==> src/rtl/exti_pkg.sv <==
package exti_pkg;
  typedef enum logic [1:0] {
    EDGE_OFF  = 2'b00,
    EDGE_RISE = 2'b01,
    EDGE_FALL = 2'b10,
    EDGE_ANY  = 2'b11
  } edge_mode_t;

  localparam logic [1:0] SRC_PIN = 2'b00;
  localparam logic [1:0] SRC_ALT = 2'b01;

  localparam logic [1:0] ADDR_MODE = 2'd0;
  localparam logic [1:0] ADDR_SRC  = 2'd1;
  localparam logic [1:0] ADDR_FLAG = 2'd2;
endpackage

==> src/rtl/exti_sync.sv <==
module exti_sync #(
  parameter int STAGES = 2,
  parameter int W      = 1
) (
  input  logic         clk,
  input  logic         rst,
  input  logic [W-1:0] d_i,
  output logic [W-1:0] q_o
);
  logic [W-1:0] st [STAGES];

  always_ff @(posedge clk) begin
    if (rst) begin
      for (int i = 0; i < STAGES; i++) st[i] <= '0;
    end else begin
      st[0] <= d_i;
      for (int i = 1; i < STAGES; i++) st[i] <= st[i-1];
    end
  end

  assign q_o = st[STAGES-1];
endmodule

==> src/rtl/exti_chan.sv <==
module exti_chan
  import exti_pkg::*;
#(
  parameter int SYNC_STAGES = 2
) (
  input  logic       clk,
  input  logic       rst,
  input  logic       pin_i,
  input  logic       alt_i,
  input  edge_mode_t mode_i,
  input  logic [1:0] src_i,
  input  logic       clr_i,
  output logic       flag_o
);
  logic sel_raw, smp, prev, rise, fall, hit, flag_q;

  assign sel_raw = (src_i == SRC_ALT) ? alt_i : pin_i;

  exti_sync #(.STAGES(SYNC_STAGES), .W(1)) u_sync (
    .clk (clk),
    .rst (rst),
    .d_i (sel_raw),
    .q_o (smp)
  );

  always_ff @(posedge clk) begin
    if (rst) prev <= 1'b0;
    else     prev <= smp;
  end

  assign rise = smp & ~prev;
  assign fall = ~smp & prev;

  always_comb begin
    unique case (mode_i)
      EDGE_RISE: hit = rise;
      EDGE_FALL: hit = fall;
      EDGE_ANY:  hit = rise | fall;
      default:   hit = 1'b0;
    endcase
  end

  always_ff @(posedge clk) begin
    if (rst) flag_q <= 1'b0;
    else     flag_q <= hit | (flag_q & ~clr_i);
  end

  assign flag_o = flag_q;


  mode_off_chk: assert property (@(posedge clk) disable iff (rst)
    (mode_i == EDGE_OFF && !flag_q) |=> !flag_q);


  flag_hold_chk: assert property (@(posedge clk) disable iff (rst)
    (flag_q && !clr_i) |=> flag_q);


  clr_lose_chk: assert property (@(posedge clk) disable iff (rst)
    (clr_i && (rise || fall) && mode_i == EDGE_ANY) |=> flag_q);
endmodule

==> src/rtl/exti_unit.sv <==
module exti_unit
  import exti_pkg::*;
#(
  parameter int NCH         = 4,
  parameter int DW          = 16,
  parameter int AW          = 2,
  parameter int SYNC_STAGES = 2
) (
  input  logic          clk,
  input  logic          rst,
  input  logic          reg_we,
  input  logic [AW-1:0] reg_addr,
  input  logic [DW-1:0] reg_wdata,
  output logic [DW-1:0] reg_rdata,
  input  logic [NCH-1:0] pin_in,
  input  logic [NCH-1:0] alt_in,
  output logic [NCH-1:0] irq_req
);
  localparam int FW = 2 * NCH;

  logic [FW-1:0]  mode_q, src_q, src_legal;
  logic [NCH-1:0] clr, flags;
  logic           wr_mode, wr_src, wr_flag;

  assign wr_mode = reg_we && (reg_addr == AW'(ADDR_MODE));
  assign wr_src  = reg_we && (reg_addr == AW'(ADDR_SRC));
  assign wr_flag = reg_we && (reg_addr == AW'(ADDR_FLAG));

  always_comb begin
    for (int n = 0; n < NCH; n++)
      src_legal[2*n +: 2] = (reg_wdata[2*n +: 2] == SRC_ALT) ? SRC_ALT : SRC_PIN;
  end

  always_ff @(posedge clk) begin
    if (rst) begin
      mode_q <= '0;
      src_q  <= '0;
    end else begin
      if (wr_mode) mode_q <= reg_wdata[FW-1:0];
      if (wr_src)  src_q  <= src_legal;
    end
  end

  assign clr = wr_flag ? reg_wdata[NCH-1:0] : '0;

  genvar g;
  generate
    for (g = 0; g < NCH; g++) begin : g_ch
      exti_chan #(.SYNC_STAGES(SYNC_STAGES)) u_chan (
        .clk    (clk),
        .rst    (rst),
        .pin_i  (pin_in[g]),
        .alt_i  (alt_in[g]),
        .mode_i (edge_mode_t'(mode_q[2*g +: 2])),
        .src_i  (src_q[2*g +: 2]),
        .clr_i  (clr[g]),
        .flag_o (flags[g])
      );


      src_legal_chk: assert property (@(posedge clk) disable iff (rst)
        !src_q[2*g+1]);
    end
  endgenerate

  assign irq_req = flags;

  always_ff @(posedge clk) begin
    if (rst) begin
      reg_rdata <= '0;
    end else begin
      reg_rdata <= '0;
      case (reg_addr)
        AW'(ADDR_MODE): reg_rdata[FW-1:0]  <= mode_q;
        AW'(ADDR_SRC):  reg_rdata[FW-1:0]  <= src_q;
        AW'(ADDR_FLAG): reg_rdata[NCH-1:0] <= flags;
        default:        reg_rdata <= '0;
      endcase
    end
  end


  reset_clear_chk: assert property (@(posedge clk)
    rst |=> (irq_req == '0 && reg_rdata == '0));
endmodule

==> config.mk <==
export PLATFORM = sky130hd
export DESIGN_NAME = exti_unit
export DESIGN_NICKNAME = d
export VERILOG_FILES = /design/src/rtl/exti_pkg.sv /design/src/rtl/exti_sync.sv /design/src/rtl/exti_chan.sv /design/src/rtl/exti_unit.sv
export SDC_FILE = /design/constraint.sdc
export NUM_CORES = 1
export LEC_CHECK = 0
export BUFFER_PORTS_ARGS = -buffer_cell sky130_fd_sc_hd__buf_2
export CORE_MARGIN = 3
export CORE_UTILIZATION = 56
export CTS_BUF_LIST = sky130_fd_sc_hd__clkbuf_4 sky130_fd_sc_hd__clkbuf_8
export CTS_CLUSTER_SIZE = 40
export DETAILED_ROUTE_END_ITERATION = 10
export PLACE_DENSITY = 0.9
export SLEW_MARGIN = 20
export SYNTH_ARGS = -nofsm -noshare
export SYNTH_HDL_FRONTEND = slang
export SYNTH_SLANG_ARGS = --single-unit
export TNS_END_PERCENT = 100
==> constraint.sdc <==
create_clock -name clk -period 2.4 [get_ports clk]
set_input_delay 0.12 -clock clk [delete_from_list [all_inputs] [get_ports clk]]
set_output_delay 0.12 -clock clk [all_outputs]
set_load 0.05 [all_outputs]
After elaboration in Yosys (flattened, before gate mapping)
Memory sizes are Yosys's and may differ from the RTL's.
Index checks and enable logic that the tools add are counted.
{"block": "classes", "n_reduce_logical": 4, "n_bitwise": 40, "mux": 26, "n_eq_ne": 22}
{"op": "== test 2 x 1 -> 1 bit, second input constant", "n": 13}
{"op": "two-way mux 1 bit", "n": 19}
{"op": "== test 2 bit, second input constant", "n": 9}
{"op": "OR 1 bit", "n": 16}
{"op": "bitwise AND 1 bit", "n": 12}
{"op": "inverter 1 bit", "n": 12}
{"op": "case mux 1 bit (3 select lines)", "n": 4}
{"op": "case mux 4 bit (3 select lines)", "n": 1}
{"op": "case mux 4 bit (2 select lines)", "n": 1}
{"op": "two-way mux 4 bit", "n": 1}
{"op": "logical AND 1 bit", "n": 3}
{"op": "zero test 2 bit", "n": 1}
{"block": "totals", "ramBits": 8, "word_cells": 108, "inputBits": 29, "mem_count": 4, "ff_bits": 40, "output_inout_bits": 20}
{"memory": "g_ch[0].u_chan.u_sync.st", "depth": 2, "word_bits": 1, "read_ports": 2, "rd_clocked_by_memory_dff": 0, "write_ports": 2, "line_no": "exti_sync.sv:10", "source": "logic [W-1:0] st [STAGES];"}
{"memory": "g_ch[1].u_chan.u_sync.st", "depth": 2, "word_bits": 1, "read_ports": 2, "rd_clocked_by_memory_dff": 0, "write_ports": 2, "line_no": "exti_sync.sv:10"}
{"memory": "g_ch[2].u_chan.u_sync.st", "depth": 2, "word_bits": 1, "read_ports": 2, "rd_clocked_by_memory_dff": 0, "write_ports": 2, "line_no": "exti_sync.sv:10"}
{"memory": "g_ch[3].u_chan.u_sync.st", "depth": 2, "word_bits": 1, "read_ports": 2, "rd_clocked_by_memory_dff": 0, "write_ports": 2, "line_no": "exti_sync.sv:10"}

Depth between registers and ports, before layout
Gate-level depths: netlist of run 1.
{"block": "depth", "word_depth": 6, "depth_mapped": 5, "depth_no_buf": 5}

By module
A second synthesis of run 1 with hierarchy kept.
{"block": "unflattened", "hier_cells": 174, "area_unflattened_um2": 1635.3}
{"module": "exti_unit", "n_inst": 1, "cells_per_inst": 98, "seq_area_each_um2": 400.4, "area_per_inst_um2": 869.6}
{"module": "exti_chan", "n_inst": 4, "cells_per_inst": 15, "seq_area_each_um2": 40.0, "area_per_inst_um2": 138.9}
{"module": "exti_sync", "n_inst": 4, "cells_per_inst": 4, "seq_area_each_um2": 40.0, "area_per_inst_um2": 52.6}

Worst setup path before layout of run 1
Ideal clock, no wire load.
{"block": "synth_timing", "kind": "reg-to-reg", "start": "register g_ch[0].u_chan.prev", "end": "register g_ch[0].u_chan.flag_q", "t_arrival_ps": 853, "path_buffers": 0, "setup_slack_ps": 1415, "period_less_slack_ps": 985, "stages_incl_launch_ff": 6, "required_ps": 2267, "setup_ps": 133, "path_cell_list": "dfxtp_1 > inv_1 > ha_1 > nor2b_1 > o21ai_0 > a31oi_1"}
{"block": "synth_via", "elab_chain_len": 5, "elab_cells_between_ends": 6}
{"item": "start, declared", "line_no": "exti_chan.sv:15", "source": "logic sel_raw, smp, prev, rise, fall, hit, flag_q;"}
{"item": "start signal, assigned", "line_no": "exti_chan.sv:28", "source": "else prev <= smp;"}
{"item": "inverter 1 bit", "line_no": "exti_chan.sv:31", "source": "assign rise = smp & ~prev;"}
{"item": "bitwise AND 1 bit", "line_no": "exti_chan.sv:31"}
{"item": "OR 1 bit", "line_no": "exti_chan.sv:38", "source": "EDGE_ANY: hit = rise | fall;"}
{"item": "case mux 1 bit (3 select lines) *", "line_no": "exti_chan.sv:35", "source": "unique case (mode_i)"}
{"item": "OR 1 bit *", "line_no": "exti_chan.sv:45", "source": "else flag_q <= hit | (flag_q & ~clr_i);"}
{"item": "end signal, assigned", "line_no": "exti_chan.sv:45"}
{"item": "end, declared", "line_no": "exti_chan.sv:15"}
Mark *: on every way between the ends. The rest lies on a longest branch, timed or not.
A chain may end at the register's enable or synchronous reset.

Worst setup path in the final report of run 1
{"block": "layout_timing", "start": "register g_ch[3].u_chan.flag_q", "end": "output irq_req[3]"}
{"item": "start, declared", "line_no": "exti_chan.sv:15"}
{"item": "start signal, assigned", "line_no": "exti_chan.sv:45"}
{"item": "end, declared", "line_no": "exti_unit.sv:17", "source": "output logic [NCH-1:0] irq_req"}
No word-level cell between the ends.

==> results of run 1 <==
through the flow:
| step | hold slack [ns] | setup WS (ns) | power [mW] | cells | cell area [µm²] |
|---|---|---|---|---|---|
| 2_1_floorplan | 0.264 | 1.41 | 0.732 | 172 | 1610 |
| 5_1_grt | 0.0339 | 1.20 | 1.05 | 222 | 1740 |
| 4_1_cts | 0.0115 | 1.28 | 1.02 | 222 | 1740 |
| 3_5_place_dp | 0.362 | 1.18 | 0.757 | 217 | 1700 |
| 6_report | 0.0126 | 1.28 | 1.02 | 222 | 1740 |
| 3_3_place_gp | 0.348 | 1.23 | 0.750 | 217 | 1700 |
synth_stat cells (all sizes together), types with 2 or more instances:
cell type | count | area share
a21oi | 6 | 0.019
a31oi | 4 | 0.016
and2 | 2 | 0.0079
buf | 15 | 0.068
clkbuf | 4 | 0.0095
dfxtp | 36 | 0.46
ha | 8 | 0.063
inv | 8 | 0.019
mux2i | 18 | 0.11
nand2 | 11 | 0.026
nand3b | 5 | 0.032
nand4b | 4 | 0.022
nor2 | 16 | 0.038
nor2b | 11 | 0.043
nor3 | 5 | 0.016
o21ai | 3 | 0.0095
or2 | 2 | 0.0079
or3b | 4 | 0.022
final cells by class:
cell class,instances,area [µm²]
multi-input combinational,109,736
inverter,8,30.0
timing repair buffer,34,175
tap,30,37.5
fill,203,853
clock buffer,5,37.5
sequential,36,721
layer usage:
layer	up-vias	GRT usage	wire length (µm)
met1	536	0.177	1170
met4	0	0.0809	58
met2	37	0.363	1540
met5	-	0	0
met3	8	0.0588	199
li1	585	-	-
worst max-delay path by stage:
| stage | from | endpoint |
|---|---|---|
| after floorplan | g_ch[0].u_chan.prev | g_ch[0].u_chan.flag_o |
| after global placement | reg_addr[0] | mode_q[0] |
| after detailed placement | reg_addr[0] | mode_q[6] |
| after CTS | g_ch[3].u_chan.flag_o | irq_req[3] |
| after global routing | g_ch[2].u_chan.prev | g_ch[2].u_chan.flag_o |
| final | g_ch[3].u_chan.flag_o | irq_req[3] |
registers in the layout, indices dropped and copies added (netlist names):
register               flops
mode_q                     8
g_ch.u_chan.prev           4
reg_rdata                  8
src_q                      4
g_ch.u_chan.u_sync.st      8
g_ch.u_chan.flag_o         4
cells by family after synthesis:
family / after synthesis
adders and majority gates: 8
buffers and inverters: 27
and+or+nand+nor: 61
DFF: 36
AOI/OAI and AO/OA: 14
other: 1
muxes: 18
power groups by stage:
| stage | logic (mW) | registers [mW] | clock network (mW) |
|---|---|---|---|
| floorplan | 0.0926 | 0.639 | 0 |
| global placement | 0.113 | 0.636 | 0 |
| detailed placement | 0.120 | 0.638 | 0 |
| CTS | 0.120 | 0.624 | 0.276 |
| global route | 0.131 | 0.626 | 0.291 |
| finish | 0.119 | 0.624 | 0.273 |
cells in the final DEF (no fill, tap or decap), types with 5 or more instances in the layout:
cell type	synthesis	layout
clkbuf_4	0	5
mux2i_1	18	18
nor3_1	5	5
ha_1	8	8
nor2b_1	11	11
a21oi_1	6	6
nor2_1	16	16
conb_1	1	8
inv_1	8	8
nand2_1	11	11
dfxtp_1	36	36
buf_2	2	32
==> flow_metrics.env, run 1 <==
export IMPL_ir_drop_mv=0.518
export IMPL_antenna_found_initial=0
export IMPL_synth_edf_count=0
export IMPL_maxSlewViolCount=0
export IMPL_seq_area_frac_synth=0.455
export IMPL_relSlewSlack=0.595
export IMPL_tns_ns=0
export IMPL_setup_viol_count_final=0
export IMPL_synth_top_family_by_area="simple AND/OR/NAND/NOR gates"
export IMPL_io_buffers=32
export IMPL_finalCriticalPeriod_ns=1.12
export IMPL_synthSimpleGateAreaFrac=0.220
export IMPL_rrSetupSlack_ns=1.31
export IMPL_dp_hpwl_um=2170
export IMPL_p_int_mw=0.751
export IMPL_p_sw_mw=0.265
export IMPL_die_h_um=59.2
export IMPL_hold_depth=3
export IMPL_postCtsSetupRepairBufs=0
export IMPL_switching_share=0.261
export IMPL_r2r_start="g_ch[0].u_chan.prev"
export IMPL_numCtsBuffers=5
export IMPL_drc=0
export IMPL_ys_ff_latch=36
export IMPL_cts_buffer_depth=2
export IMPL_drt_initial_drc_count=32
export IMPL_crit_path_end_kind="output pin"
export IMPL_post_route_period_util=0.467
export IMPL_cts_tree="yes"
export IMPL_htree_levels=2
export IMPL_grt_max_degree=36
export IMPL_die_area_um2=3500
export IMPL_path_class="reg2out"
export IMPL_ctsResizeCount=0
export IMPL_outcome="completed"
export IMPL_regToRegEndpoint="g_ch[0].u_chan.flag_o"
export IMPL_slowest_stage="dfxtp_1"
export IMPL_path_buf_inv=1
export IMPL_area_growth_pct=9.72
export IMPL_critPathArrivalTime_ns=1.00
export IMPL_synth_main_ff_cell="dfxtp_1"
export IMPL_post_route_util=0.671
export IMPL_grt_pass1_wl_um=4900
export IMPL_drt_pass1_iterations=4
export IMPL_hold_violations=0
export IMPL_insertion_delay_ns=0.34
export IMPL_hp_start="alt_in[0]"
export IMPL_routedWlPerCell_um=13.4
export IMPL_ant_nets=0
export IMPL_clock_sinks=36
export IMPL_crit_path_start_kind="flip-flop"
export IMPL_power_density_nw_per_um2=585
export IMPL_hold_class="in2reg"
export IMPL_yosys_area_share_adder=0.0632
export IMPL_grt_pass1_vias=1238
export IMPL_place_congestion=0.754
export IMPL_synth_compound_area_share=0.0490
export IMPL_min_to="g_ch[0].u_chan.u_sync.st[0][0]"
export IMPL_synth_area_mux_share=0.114
export IMPL_tightest_slew_ns=0.607
export IMPL_grt_usage=0.187
export IMPL_routed_wl_um=2970
export IMPL_async_flop_share=0
export IMPL_crit_fanout=3
export IMPL_worst_r2r_path_depth=5
export IMPL_cts_hold_buf=0
export IMPL_synth_xor_area_share=0
export IMPL_avgSynthCellArea_um2=9.59
export IMPL_syn_area_um2=1580
export IMPL_yosys_warnings=0
export IMPL_num_rows=18
export IMPL_timing_fmax_mhz=892
export IMPL_diodes=0
export IMPL_drive_above_1_share=0.219
export IMPL_synth_distinct_cells=23
export IMPL_p_seq_frac=0.614
export IMPL_die_w_um=59.2
export IMPL_overflow=0
export IMPL_rsz0062_at_grt="no"
export IMPL_cp_depth=1
export IMPL_p_leak_nw=0.737
export IMPL_critical_path_max_stage_delay_ns=0.38
export IMPL_cts_root_buf="clkbuf_4"
export IMPL_ios=49
export IMPL_cap_violations=0
export IMPL_vias=1166
export IMPL_avgViaCountPerCell=5.25
export IMPL_crit_chain="buf_2"
export IMPL_layout_nets=231
export IMPL_start_util=0.611
export IMPL_synthCells=165
export IMPL_p_comb_frac=0.117
export IMPL_core_area_um2=2590
export IMPL_power_frac_clock=0.269
export IMPL_clk_pin_slew_ns=0.09
export IMPL_cp_top_family="flip-flops"
export IMPL_crit_required_ns=2.28
export IMPL_skew_ns=0.00570
No activity file was read; power rests on OpenSTA's default activity.
==> inputs of run 2 (changes only) <==
Settings changed: CORE_UTILIZATION 56 to 47, PLACE_DENSITY 0.9 to 0.81.
Clock period 2.4 ns to 0.9 ns, I/O delays scaled along.
==> flow_metrics.env, run 2 (synthesis gave the netlist of run 1 again) <==
export IMPL_dp_cells=244
export IMPL_io_buffers=32
export IMPL_crit_fanout=2
export IMPL_p_leak_nw=0.917
export IMPL_die_area_um2=4100
export IMPL_critical_path_max_stage_delay_ns=0.38
export IMPL_critPathArrivalTime_ns=1.24
export IMPL_drt_pass1_iterations=4
export IMPL_cts_tree="yes"
export IMPL_finalCriticalPeriod_ns=1.01
export IMPL_maxSlewViolCount=0
export IMPL_num_rows=20
export IMPL_ios=49
export IMPL_stdcell_count=267
export IMPL_diodes=0
export IMPL_layout_setup_ws_ns=-0.106
export IMPL_grt_pass1_vias=1247
export IMPL_area_growth_pct=42.6
export IMPL_crit_path_end_kind="flip-flop"
export IMPL_r2r_start="g_ch[3].u_chan.prev"
export IMPL_cp_top_family="flip-flops"
export IMPL_ir_drop_mv=1.05
export IMPL_skew_ns=0.00812
export IMPL_insertion_delay_ns=0.33
export IMPL_hold_class="in2reg"
export IMPL_violations="negative hold slack, negative setup slack"
export IMPL_drive_above_1_share=0.417
export IMPL_overflow=0
export IMPL_placed_area_um2=1830
export IMPL_grt_pass1_wl_um=5510
export IMPL_clk_pin_slew_ns=0.10
export IMPL_grt_usage=0.173
export IMPL_rrSetupSlack_ns=-0.11
export IMPL_avgViaCountPerCell=4.72
export IMPL_routedWlPerCell_um=12.9
export IMPL_drc=0
export IMPL_grt_max_degree=21
export IMPL_place_congestion=0.759
export IMPL_core_area_um2=3130
export IMPL_numCtsBuffers=5
export IMPL_slowest_stage="dfxtp_4"
export IMPL_timing_critical_path_from="g_ch[3].u_chan.prev"
export IMPL_cp_depth=5
export IMPL_timing_hold_ws_ns=-0.0170
export IMPL_die_w_um=64.0
export IMPL_crit_required_ns=1.13
export IMPL_outcome="finished, violations left"
export IMPL_cap_violations=0
export IMPL_crit_chain="inv_2 > ha_4 > nor2b_1 > o21ai_1 > a31oi_1"
export IMPL_vias=1260
export IMPL_antenna_found_initial=0
export IMPL_post_route_period_util=1.12
export IMPL_worst_r2r_path_depth=5
export IMPL_start_util=0.506
export IMPL_post_route_util=0.722
export IMPL_path_class="reg2reg"
export IMPL_timing_fmax_mhz=994
export IMPL_cts_buffer_depth=2
export IMPL_htree_levels=2
export IMPL_hold_violations=2
export IMPL_dp_hpwl_um=2280
export IMPL_clock_sinks=36
export IMPL_fin_area_um2=2260
export IMPL_routed_wl_um=3440
export IMPL_ant_nets=0
export IMPL_rsz0062_at_grt="yes"
export IMPL_drt_initial_drc_count=49
export IMPL_setup_viol_count_final=6
export IMPL_power_density_nw_per_um2=1350
export IMPL_layout_nets=259
export IMPL_regToRegEndpoint="g_ch[3].u_chan.flag_o"
export IMPL_crit_path_start_kind="flip-flop"
export IMPL_place_ws_ns=-0.213
export IMPL_layout_common_cells="dfxtp_1 (19), buf_2 (19), mux2i_1 (18), nor2_1 (16), buf_4 (16)"
export IMPL_die_h_um=64.0
export IMPL_largest_registers="g_ch.u_chan.u_sync.st: 8 flops, mode_q: 8 flops, reg_rdata: 8 flops"
export IMPL_critPathCapture="g_ch[3].u_chan.flag_o"
export IMPL_cts_root_buf="clkbuf_4"
export IMPL_path_buf_inv=1
[run 2: cell types whose count changed in the layout (fill, tap and decap cells not counted), sizes merged]
cell	delta
clkbuf	+3
buf	+15
dlygate4sd3	+13
[run 2: worst min-delay path by stage]
stage                 start                             end  cells past startpoint
2_1_floorplan     pin_in[0]  g_ch[0].u_chan.u_sync.st[0][0]                      2
3_3_place_gp      pin_in[3]  g_ch[3].u_chan.u_sync.st[0][0]                      3
3_5_place_dp      pin_in[0]  g_ch[0].u_chan.u_sync.st[0][0]                      3
4_1_cts        reg_wdata[1]                        src_q[0]                      3
5_1_grt        reg_wdata[5]                        src_q[4]                      3
6_report       reg_wdata[5]                       mode_q[5]                      3
[run 2: stage by stage]
| stage | TNS (ns) | power [mW] |
|---|---|---|
| final | -0.421 | 3.04 |
| after global routing | -0.837 | 3.18 |
| after CTS | -0.688 | 3.05 |
| after global placement | -1.19 | 2.05 |
| after detailed placement | -2.32 | 2.06 |
| after floorplan | -0.215 | 1.95 |
[run 2: layer usage]
metal	global-route usage	vias to the layer above	wire length, µm
met2	0.306	34	1820
met5	0	-	0
met4	0.0674	0	45
met1	0.199	577	1420
met3	0.0422	5	151
li1	-	644	-
[run 2: what timing repair did]
| action | 4_1_cts | 5_1_grt |
|---|---|---|
| endpoints found under the setup margin | 17 | 20 |
| resized for setup | 31 | 36 |
| endpoints found under the hold margin | 13 | 0 |
| setup buffers | 0 | 3 |
| hold buffers | 15 | 0 |
| pin swaps | 11 | 11 |
[run 2: area by class of cell]
type / instances / area (µm²)
fillers: 228 / 871
multi-input cells: 109 / 817
flip-flops and latches: 36 / 752
repair buffers: 62 / 534
clock buffers: 8 / 66.3
well taps: 44 / 55.1
inverters: 8 / 32.5
[run 2: where the power goes]
| part | total [mW] | internal, mW | switching, mW | leakage [nW] |
|---|---|---|---|---|
| Sequential | 1.66 | 1.63 | 0.0343 | 0.302 |
| Clock | 0.938 | 0.446 | 0.492 | 0.0394 |
| Combinational | 0.440 | 0.200 | 0.239 | 0.575 |
[run 2: worst register-to-register path, delay by kind of cell (launching register included)]
kind | cells | cell delay, ns
fa+ha+maj | 1 | 0.25
compound gates | 2 | 0.19
flops | 1 | 0.38
buf+inv | 1 | 0.05
simple gates | 1 | 0.04
==> inputs of run 3 (changes only) <==
Settings changed: BUFFER_PORTS_ARGS -buffer_cell sky130_fd_sc_hd__buf_2 to not set, CORE_UTILIZATION 47 to 58, DONT_BUFFER_PORTS set to 1, PLACE_DENSITY 0.81 to 0.8.
==> flow_metrics.env, run 3 (synthesis gave the netlist of run 1 again) <==
export IMPL_outcome="finished, violations left"
export IMPL_violations="negative hold slack, negative setup slack"
export IMPL_tns_ns=-0.401
export IMPL_largest_registers="g_ch.u_chan.u_sync.st: 8 flops, mode_q: 8 flops, reg_rdata: 8 flops"
export IMPL_vias=1131
export IMPL_p_leak_nw=0.743
export IMPL_drive_above_1_share=0.339
export IMPL_overflow=0
export IMPL_die_w_um=58.2
export IMPL_ios=49
export IMPL_hold_class="in2reg"
export IMPL_cts_tree="yes"
export IMPL_crit_path_start_kind="flip-flop"
export IMPL_numCtsBuffers=5
export IMPL_cts_hold_buf=1
export IMPL_io_buffers=0
export IMPL_layout_common_cells="dfxtp_1 (22), mux2i_1 (18), nor2_1 (16), dfxtp_2 (12)"
export IMPL_cap_violations=0
export IMPL_fin_area_um2=1910
export IMPL_critPathArrivalTime_ns=1.23
export IMPL_crit_path_end_kind="flip-flop"
export IMPL_grt_pass1_wl_um=4650
export IMPL_layout_commonest_cell="dfxtp_1"
export IMPL_power_density_nw_per_um2=1510
export IMPL_timing_fmax_mhz=1000
export IMPL_skew_ns=0.00638
export IMPL_ir_drop_mv=1.30
export IMPL_ant_nets=0
export IMPL_layout_nets=219
export IMPL_post_route_period_util=1.11
export IMPL_grt_usage=0.187
export IMPL_htree_levels=2
export IMPL_power_mw=2.88
export IMPL_dp_hpwl_um=2010
export IMPL_routedWlPerCell_um=13.7
export IMPL_routed_wl_um=2920
export IMPL_start_util=0.622
export IMPL_setup_viol_count_final=5
export IMPL_place_ws_ns=-0.127
export IMPL_avgViaCountPerCell=5.31
export IMPL_stdcell_count=213
export IMPL_crit_required_ns=1.13
export IMPL_dp_cells=200
export IMPL_grt_pass1_vias=1076
export IMPL_diodes=0
export IMPL_rsz0062_at_grt="yes"
export IMPL_grt_max_degree=36
export IMPL_area_growth_pct=20.6
export IMPL_placed_area_um2=1660
export IMPL_core_area_um2=2540
export IMPL_die_area_um2=3390
export IMPL_layout_setup_ws_ns=-0.0982
export IMPL_finalCriticalPeriod_ns=0.998
export IMPL_drt_pass1_iterations=5
export IMPL_timing_hold_ws_ns=-0.240
export IMPL_insertion_delay_ns=0.34
export IMPL_clk_pin_slew_ns=0.10
export IMPL_cts_root_buf="clkbuf_4"
export IMPL_antenna_found_initial=0
export IMPL_maxSlewViolCount=0
export IMPL_die_h_um=58.2
export IMPL_post_route_util=0.750
export IMPL_clock_sinks=36
export IMPL_drc=0
export IMPL_hold_violations=36
export IMPL_path_class="reg2reg"
export IMPL_drt_initial_drc_count=45
export IMPL_num_rows=18
export IMPL_place_congestion=0.779
export IMPL_cts_buffer_depth=2
export IMPL_crit_fanout=2
==> run 3: cell types whose count changed in the layout (fill, tap and decap cells not counted), sizes merged <==
cell	change
buf	-28
dlygate4sd3	-13
dlymetal6s4s	+1
==> run 3: layout make-up <==
type / instances / area (µm²)
Inverter: 8 / 30.0
Fill cell: 176 / 636
Multi-Input combinational cell: 109 / 810
Tap cell: 30 / 37.5
Timing Repair Buffer: 22 / 223
Sequential cell: 36 / 743
Clock buffer: 8 / 66.3
==> run 3: where the power goes <==
part           switching, mW  internal [mW]
Sequential            0.0329           1.63
Combinational          0.161          0.111
Clock                  0.496          0.446
Total                  0.690           2.19
==> run 3: what timing repair did <==
action | in CTS | in global routing
endpoints found under the hold margin | 36 | 36
gates cloned | 0 | 0
gates resized for setup | 24 | 21
setup buffers | 2 | 2
pin swaps | 12 | 12
endpoints found under the setup margin | 13 | 20
==> run 3: routing by layer <==
layer | global-route usage | vias up | wire length [µm]
li1 | - | 557 | -
met5 | 0 | - | 0
met2 | 0.316 | 35 | 1490
met1 | 0.211 | 534 | 1160
met4 | 0.0894 | 0 | 59
met3 | 0.0624 | 5 | 203
==> run 3: worst max-delay path, cell delays in order (launching register included) <==
cell and delay [ns]:
dfxtp_2 0.35, inv_2 0.04, ha_4 0.26, nand2_2 0.04, o211ai_1 0.09, a31oi_1 0.11
==> run 3: worst paths after layout <==
path | startpoint | end | slack [ns] | depth (start not counted)
worst min register to register | g_ch[3].u_chan.u_sync.st[0][0] | g_ch[3].u_chan.u_sync.st[0][1] | 0.44 | 1
worst min-delay path | reg_addr[0] | reg_rdata[3] | -0.24 | 1
worst max-delay path | g_ch[1].u_chan.prev | g_ch[1].u_chan.flag_o | -0.1 | 5
worst max register to register | g_ch[1].u_chan.prev | g_ch[1].u_chan.flag_o | -0.1 | 5
